**src/rtl/pwr_state_pkg.sv**
```systemverilog
package pwr_state_pkg;
  typedef enum logic [2:0] {
    PS_BOOT,
    PS_IDLE,
    PS_ENTER,
    PS_DOZE,
    PS_RECOVER
  } pwr_state_e;
endpackage

```
**src/rtl/cs_rise_det.sv**
```systemverilog
module cs_rise_det (
  input  logic clk_i,
  input  logic rst_ni,
  input  logic cs_ni,
  output logic rise_o
);
  logic cs_q;
  always_ff @(posedge clk_i or negedge rst_ni) begin
    if (!rst_ni) cs_q <= 1'b1;
    else         cs_q <= cs_ni;
  end
  assign rise_o = cs_ni & ~cs_q;
endmodule

```
**src/rtl/cmd_pend.sv**
```systemverilog
// Holds a decoded strobe until the frame closes; cleared on every close.
module cmd_pend (
  input  logic clk_i,
  input  logic rst_ni,
  input  logic close_i,
  input  logic arm_sleep_i,
  input  logic arm_wake_i,
  output logic sleep_pend_o,
  output logic wake_pend_o
);
  always_ff @(posedge clk_i or negedge rst_ni) begin
    if (!rst_ni) begin
      sleep_pend_o <= 1'b0;
      wake_pend_o  <= 1'b0;
    end else if (close_i) begin
      sleep_pend_o <= 1'b0;
      wake_pend_o  <= 1'b0;
    end else begin
      if (arm_sleep_i) sleep_pend_o <= 1'b1;
      if (arm_wake_i)  wake_pend_o  <= 1'b1;
    end
  end
endmodule

```
**src/rtl/dwell_timer.sv**
```systemverilog
module dwell_timer #(
  parameter int CNT_W   = 16,
  parameter int RST_VAL = 0
) (
  input  logic             clk_i,
  input  logic             rst_ni,
  input  logic             load_i,
  input  logic [CNT_W-1:0] val_i,
  output logic             zero_o
);
  logic [CNT_W-1:0] cnt_q;
  always_ff @(posedge clk_i or negedge rst_ni) begin
    if (!rst_ni)                cnt_q <= CNT_W'(RST_VAL);
    else if (load_i)            cnt_q <= val_i;
    else if (cnt_q != '0)       cnt_q <= cnt_q - 1'b1;
  end
  assign zero_o = (cnt_q == '0);
endmodule

```
**src/rtl/pwr_state_ctrl.sv**
```systemverilog
module pwr_state_ctrl
  import pwr_state_pkg::*;
#(
  parameter int CLK_MHZ    = 100,
  parameter int STARTUP_US = 400,
  parameter int ENTRY_US   = 3,
  parameter int RECOVER_US = 400
) (
  input  logic clk_i,
  input  logic rst_ni,
  input  logic cs_ni,
  input  logic sleep_cmd_i,
  input  logic wake_cmd_i,
  output logic cmd_en_o,
  output logic reg_off_o,
  output logic busy_o
);
  localparam int STARTUP_CYC = CLK_MHZ * STARTUP_US;
  localparam int ENTRY_CYC   = CLK_MHZ * ENTRY_US;
  localparam int RECOVER_CYC = CLK_MHZ * RECOVER_US;
  localparam int MAX_A       = (STARTUP_CYC > ENTRY_CYC) ? STARTUP_CYC : ENTRY_CYC;
  localparam int MAX_CYC     = (MAX_A > RECOVER_CYC) ? MAX_A : RECOVER_CYC;
  localparam int CNT_W       = $clog2(MAX_CYC + 1);

  pwr_state_e       state_q, state_d;
  logic             close, sleep_pend, wake_pend, tmr_zero, tmr_load;
  logic [CNT_W-1:0] tmr_val;

  cs_rise_det u_edge (
    .clk_i  (clk_i),
    .rst_ni (rst_ni),
    .cs_ni  (cs_ni),
    .rise_o (close)
  );

  // strobes only arm in the state that may act on them
  cmd_pend u_pend (
    .clk_i        (clk_i),
    .rst_ni       (rst_ni),
    .close_i      (close),
    .arm_sleep_i  (sleep_cmd_i & ~cs_ni & (state_q == PS_IDLE)),
    .arm_wake_i   (wake_cmd_i  & ~cs_ni & (state_q == PS_DOZE)),
    .sleep_pend_o (sleep_pend),
    .wake_pend_o  (wake_pend)
  );

  dwell_timer #(.CNT_W(CNT_W), .RST_VAL(STARTUP_CYC - 1)) u_tmr (
    .clk_i  (clk_i),
    .rst_ni (rst_ni),
    .load_i (tmr_load),
    .val_i  (tmr_val),
    .zero_o (tmr_zero)
  );

  always_comb begin
    state_d  = state_q;
    tmr_load = 1'b0;
    tmr_val  = '0;
    unique case (state_q)
      PS_BOOT:    if (tmr_zero) state_d = PS_IDLE;
      PS_IDLE:    if (close && sleep_pend) begin
                    state_d  = PS_ENTER;
                    tmr_load = 1'b1;
                    tmr_val  = CNT_W'(ENTRY_CYC - 1);
                  end
      PS_ENTER:   if (tmr_zero) state_d = PS_DOZE;
      PS_DOZE:    if (close && wake_pend) begin
                    state_d  = PS_RECOVER;
                    tmr_load = 1'b1;
                    tmr_val  = CNT_W'(RECOVER_CYC - 1);
                  end
      PS_RECOVER: if (tmr_zero) state_d = PS_IDLE;
      default:    state_d = PS_BOOT;
    endcase
  end

  always_ff @(posedge clk_i or negedge rst_ni) begin
    if (!rst_ni) state_q <= PS_BOOT;
    else         state_q <= state_d;
  end

  always_comb begin
    cmd_en_o  = (state_q == PS_IDLE);
    reg_off_o = (state_q == PS_ENTER) || (state_q == PS_DOZE);
    busy_o    = (state_q == PS_BOOT) || (state_q == PS_ENTER) || (state_q == PS_RECOVER);
  end
endmodule

```
**config.mk**
```make
export PLATFORM = sky130hd
export DESIGN_NAME = pwr_state_ctrl
export DESIGN_NICKNAME = d
export VERILOG_FILES = /design/src/rtl/pwr_state_pkg.sv /design/src/rtl/cs_rise_det.sv /design/src/rtl/cmd_pend.sv /design/src/rtl/dwell_timer.sv /design/src/rtl/pwr_state_ctrl.sv
export SDC_FILE = /design/constraint.sdc
export NUM_CORES = 1
export LEC_CHECK = 0
export BUFFER_PORTS_ARGS = -buffer_cell sky130_fd_sc_hd__buf_2
export CORE_ASPECT_RATIO = 1.1
export CORE_MARGIN = 5
export CORE_UTILIZATION = 50
export CTS_CLUSTER_SIZE = 8
export DETAILED_ROUTE_END_ITERATION = 12
export PLACE_DENSITY = 0.77
export SYNTH_ARGS = -nofsm -noshare
export SYNTH_HDL_FRONTEND = slang
export SYNTH_SLANG_ARGS = --single-unit
```
**constraint.sdc**
```tcl
create_clock -name clk_i -period 1.5 [get_ports clk_i]
set_input_delay 0.3 -clock clk_i [delete_from_list [all_inputs] [get_ports clk_i]]
set_output_delay 0.3 -clock clk_i [all_outputs]
set_load 0.03 [all_outputs]
```
# Yosys cells after proc, flatten, opt, wreduce, memory -nomap -nowiden
# Index checks and enable logic that the tools add are counted.
# Widths: inputs -> output; s select.
dict set report word_totals {
  register_bits 22
}
dict set report op_classes {
  add_sub_neg 1
  eq_ne 8
  mux 17
  n_bitwise 7
  reduce_logical 13
}
# op n
set ops {}
lappend ops {{$mux 16} 3}
lappend ops {{$pmux 16 s2} 1}
lappend ops {{$logic_not 16->1} 1}
lappend ops {{$reduce_bool 16->1} 1}
lappend ops {{$sub 16x1->16 const B} 1}
lappend ops {{$mux 3} 4}
lappend ops {{$pmux 3 s4} 1}
lappend ops {{$mux 9} 1}
lappend ops {{$eq 3x2->1 const B} 2}
lappend ops {{$mux 1} 6}
lappend ops {{$reduce_bool 2->1} 3}
lappend ops {{$and 1x1->1} 5}
lappend ops {{$ne 2x1->1 const B} 2}
lappend ops {{$ne 2x2->1 const B} 2}
lappend ops {{$reduce_and 4->1} 1}
lappend ops {{$eq 3x1->1 const B} 1}
lappend ops {{$eq 3x3->1 const B} 1}
lappend ops {{$logic_not 3->1} 1}
lappend ops {{$logic_or 1x1->1} 3}
lappend ops {{$logic_and 1x1->1} 2}
lappend ops {{$not 1->1} 2}
lappend ops {{$pmux 1 s2} 1}
lappend ops {{$reduce_or 2->1} 1}

# Longest topological paths before layout
dict set report logic_depth {
  depth_word 6
  mapped_depth 6
  mapped_depth_nobuf 6
}

# Hierarchy
# Synthesis repeated with hierarchy kept, for this count alone.
dict set report hier_totals {
  hier_cells 142
  area_unflattened_um2 1380.1
}
# module n_inst cells_each area_per_inst_um2
set by_module_without_submodules {}
lappend by_module_without_submodules {dwell_timer 1 104 1018.5}
lappend by_module_without_submodules {pwr_state_ctrl 1 32 251.5}
lappend by_module_without_submodules {cmd_pend 1 4 70.1}
lappend by_module_without_submodules {cs_rise_det 1 2 40.0}

# Worst setup path before layout
# Ideal clock, no wire load.
dict set report synth_path {
  kind {flip-flop to flip-flop}
  start {reg state_q[1]}
  end {reg u_pend.sleep_pend_o}
  arrival_ns 1.611
  t_required_ns 1.423
  setup_slack_ns -0.189
  stages_incl_launch_ff 5
  cell_sequence {dfrtp_1 clkbuf_1 nor3b_1 a21oi_1 o21ai_1}
}
dict set report synth_via {
  elab_chain_len 3
}
# item line
set synth_rtl {}
lappend synth_rtl {{from (decl)} pwr_state_ctrl.sv:25} ;# pwr_state_e state_q, state_d;
lappend synth_rtl {{from (signal assigned)} pwr_state_ctrl.sv:79} ;# else state_q <= state_d;
lappend synth_rtl {{$eq 3x1->1} -}
lappend synth_rtl {{named net cmd_en_o} pwr_state_ctrl.sv:14} ;# output logic cmd_en_o,
lappend synth_rtl {{$and 1x1->1} pwr_state_ctrl.sv:41} ;# .arm_sleep_i (sleep_cmd_i & ~cs_ni & (state_q == PS_IDLE)),
lappend synth_rtl {{$reduce_bool 2->1 (no line)} -}
lappend synth_rtl {{to (signal assigned)} cmd_pend.sv:13} ;# sleep_pend_o <= 1'b0;
lappend synth_rtl {{to (signal assigned)} cmd_pend.sv:16} ;# sleep_pend_o <= 1'b0;
lappend synth_rtl {{to (signal assigned)} cmd_pend.sv:19} ;# if (arm_sleep_i) sleep_pend_o <= 1'b1;
lappend synth_rtl {{to (decl)} cmd_pend.sv:8} ;# output logic sleep_pend_o,
# The timed path passes the listed nets, and every way through them passes these cells.
# A chain may end at the register's enable or synchronous reset.

# Final worst setup path
dict set report layout_path {
  start {reg u_tmr.cnt_q[1]}
  end {reg u_tmr.cnt_q[8]}
}
dict set report layout_via {
  elab_chain_len 3
  elab_cells_between_ends 5
  classes_between {1 x add/sub; 2 x mux; 2 x reduce/logical}
}
# item line
set layout_rtl {}
lappend layout_rtl {{from (decl)} dwell_timer.sv:11} ;# logic [CNT_W-1:0] cnt_q;
lappend layout_rtl {{from (signal assigned)} dwell_timer.sv:13} ;# if (!rst_ni) cnt_q <= CNT_W'(RST_VAL);
lappend layout_rtl {{from (signal assigned)} dwell_timer.sv:14} ;# else if (load_i) cnt_q <= val_i;
lappend layout_rtl {{from (signal assigned)} dwell_timer.sv:15} ;# else if (cnt_q != '0) cnt_q <= cnt_q - 1'b1;
lappend layout_rtl {{$sub 16x1->16} dwell_timer.sv:15}
lappend layout_rtl {{$mux 16} dwell_timer.sv:15}
lappend layout_rtl {{$mux 16} dwell_timer.sv:14}
# Parallel ways exist; a longest one is shown, timed or not. The select of a mux whose other input is x is not followed.

==> impl_metrics.ini <==
[pwr]
p_per_area_nw_per_um2 = 564
vdd_drop_max_uv = 474
p_leak_nw = 0.697

[timing]
final.setup.worst_slack_ps = -184
slew_headroom_pct = 66.5
setup_violations = 16
slew_violations = 0
skew_ps = 9.54
fmax_ghz = 0.594
max_slew.worst_pin.slew_ps = 502
period_share_pct = 112
rsz0062_at_grt = true
fin_crit_ps = 1680
finalHoldViolCount = 0

[yosys]
synth_area_leaders = dfstp_2, dfrtp_1, nand2_1
ys_types = 43
synth_area_um2 = 1250
async_reset_ff_share_pct = 100
synth-edff-count = 0
synth-seq-cells = 22
netlist_instances = 127
syn_area_per_cell_um2 = 9.88
ys_warn_count = 0
yosys.area.top_type_share_pct = 23.0
synth_ff_type = dfstp_2
syn_nets = 133
yosysSeqAreaShare_pct = 45.0
yosys.area.top_type = dfstp_2

[route]
viasPerCell = 6.21
drt-wirelength-per-cell_um = 18.4
wirelength_um = 3540
drtPass1Iterations = 5
drt_iter0_drc = 48
drc_errors = 0
drtAntennaViolNets = 0
dr_total_vias = 1192

[critical_path]
worst-path-max-fanout = 6
critical_path_class = reg2reg
r2r_cells = 6
arrival_ps = 1880
r2r_start = u_tmr.cnt_q[1]
r2r_slack_ps = -180
endpoint_kind = register
crit_required_ps = 1700
start_kind = register
r2r-end = u_tmr.cnt_q[8]

[finish]
fin_util_pct = 72.4
diodes = 0
multi_input_area_um2 = 827
stdcell_area_um2 = 1770
final_nets = 168
fillCellCount = 172
seqCellArea_um2 = 566
syn_to_final_growth_pct = 41.3
drive_gt1_share_pct = 49.1

[status]
status = complete, but fails checks
violations = negative setup slack

[die]
fp.coreArea_um2 = 2450
die_w_um = 57.8
start_util_pct = 51.3
die-height_um = 62.5
num_rows = 19
ios = 8
die-area_um2 = 3610

[clock_tree]
cts.htree.levels = 1
path_clk_slew_ps = 130
clock-root-buffer = clkbuf_4
cts_tree = built
ctsLongestPathBuffers = 2
insertion_delay_ps = 320
cts_buffers = 3
cts.sinks = 22

[global_route]
grt_pass1_vias = 1213
grt-ovfl-total = 0
grt_antenna_before_repair = 0
grt_use_total_pct = 20.1
grt_pass1_wl_um = 5730
grt_max_degree = 23

[min_path]
hp-start = cs_ni
hold-path-endpoint = u_edge.cs_q
holdCritPathClass = in2reg
hold_depth = 1

[placement]
place_ws_ps = -96.3
dpl_cell_area_um2 = 1470
gp_congestion = 0.882
dp_hpwl_um = 2250
port_buffers = 7

[run]
drv_cap = 0
[layout make-up]
cell class                      instances  share of cell area (%)
Multi-Input combinational cell         97                    46.6
Tap cell                               31                    2.19
Inverter                                4                   0.847
Sequential cell                        22                    31.9
Timing Repair Buffer                   34                    16.4
Clock buffer                            4                    2.05
[worst max path at each step]
stage	startpoint	endpoint	slack, ps	cells after the start
finish	u_tmr.cnt_q[1]	u_tmr.cnt_q[8]	-180	6
floorplan	u_edge.cs_q	u_tmr.cnt_q[8]	5	5
detailed placement	u_tmr.cnt_q[1]	u_tmr.cnt_q[4]	-100	6
global placement	u_tmr.cnt_q[1]	u_tmr.cnt_q[5]	-20	6
global route	u_tmr.cnt_q[1]	u_tmr.cnt_q[8]	-230	6
CTS	state_q[2]	cmd_en_o	-80	3
[per-stage QoR]
step                      power [mW]  hold slack, ps  cells  setup TNS (ps)
after floorplan                0.636            4.41    127               0
after global placement         0.664             279    180           -17.4
after detailed placement       0.667             291    180            -671
after CTS                       1.00             104    189            -359
after global routing            1.04            81.5    192           -2380
final                           1.00             103    192           -1310
[logic make-up after synthesis]
kind of cell / after synthesis / synth area share [%]
muxes: 2 / 1.60
adders and majority gates: 1 / 0.997
DFF: 22 / 45.0
xor gates and xnor gates: 2 / 1.40
buffers and inverters: 8 / 2.59
and+or+nand+nor: 56 / 29.2
AOI/OAI and AO/OA: 36 / 19.2
[sequential cells by signal, summed over array words and instances (netlist names)]
name,count
state_q,3
u_edge.cs_q,1
u_tmr.cnt_q,16
u_pend.sleep_pend_o,1
u_pend.wake_pend_o,1
[cell usage after synthesis, drive strengths merged, types with 3 or more instances]
cell type,n
a31oi,4
a21oi,8
nor2,6
nand2b,3
inv,4
and3,3
o41ai,5
o31ai,4
dfstp,11
o21ai,7
and2,4
nor3b,3
dfrtp,11
nand4,4
nand2,15
nor4,6
[worst max-delay path: stages, from the launching register on]
cell	delay [ps]
dfstp_2	400
inv_2	70
ha_4	140
nor3b_4	380
nand2_2	200
a31oi_1	270
o41ai_2	110
[repair_timing]
action                                  CTS  global route
endpoints found under the setup margin   19            21
endpoints found under the hold margin    11             0
buffers inserted                          4             3
cloned                                    0             0
gates resized for setup                  19            25
hold buffers                              1             0
pin swaps                                10             6
[cells in the final DEF (no fill, tap or decap), types with 4 or more instances in the layout]
cell / count
dfrtp_1: 10
buf_6: 8
buf_2: 4
a21oi_1: 7
buf_4: 20
o21ai_1: 4
nor4_4: 4
nand2_1: 13
nor2_1: 5
dfstp_2: 11
o31ai_1: 4
[routing by layer]
metal / part of all wire (%) / global-route usage, % / wire length [um]
met4: 1.4 / 8.99 / 51
met1: 41 / 27.4 / 1470
met3: 4.1 / 2.89 / 146
met5: 0 / 0 / 0
met2: 53 / 31.2 / 1870
[power breakdown]
group / switching, mW / leakage (nW) / internal, mW
sequential: 0.00873 / 0.228 / 0.605
combinational: 0.0271 / 0.447 / 0.0207
clock: 0.190 / 0.0210 / 0.148
Power figures use the tool's default switching activity.
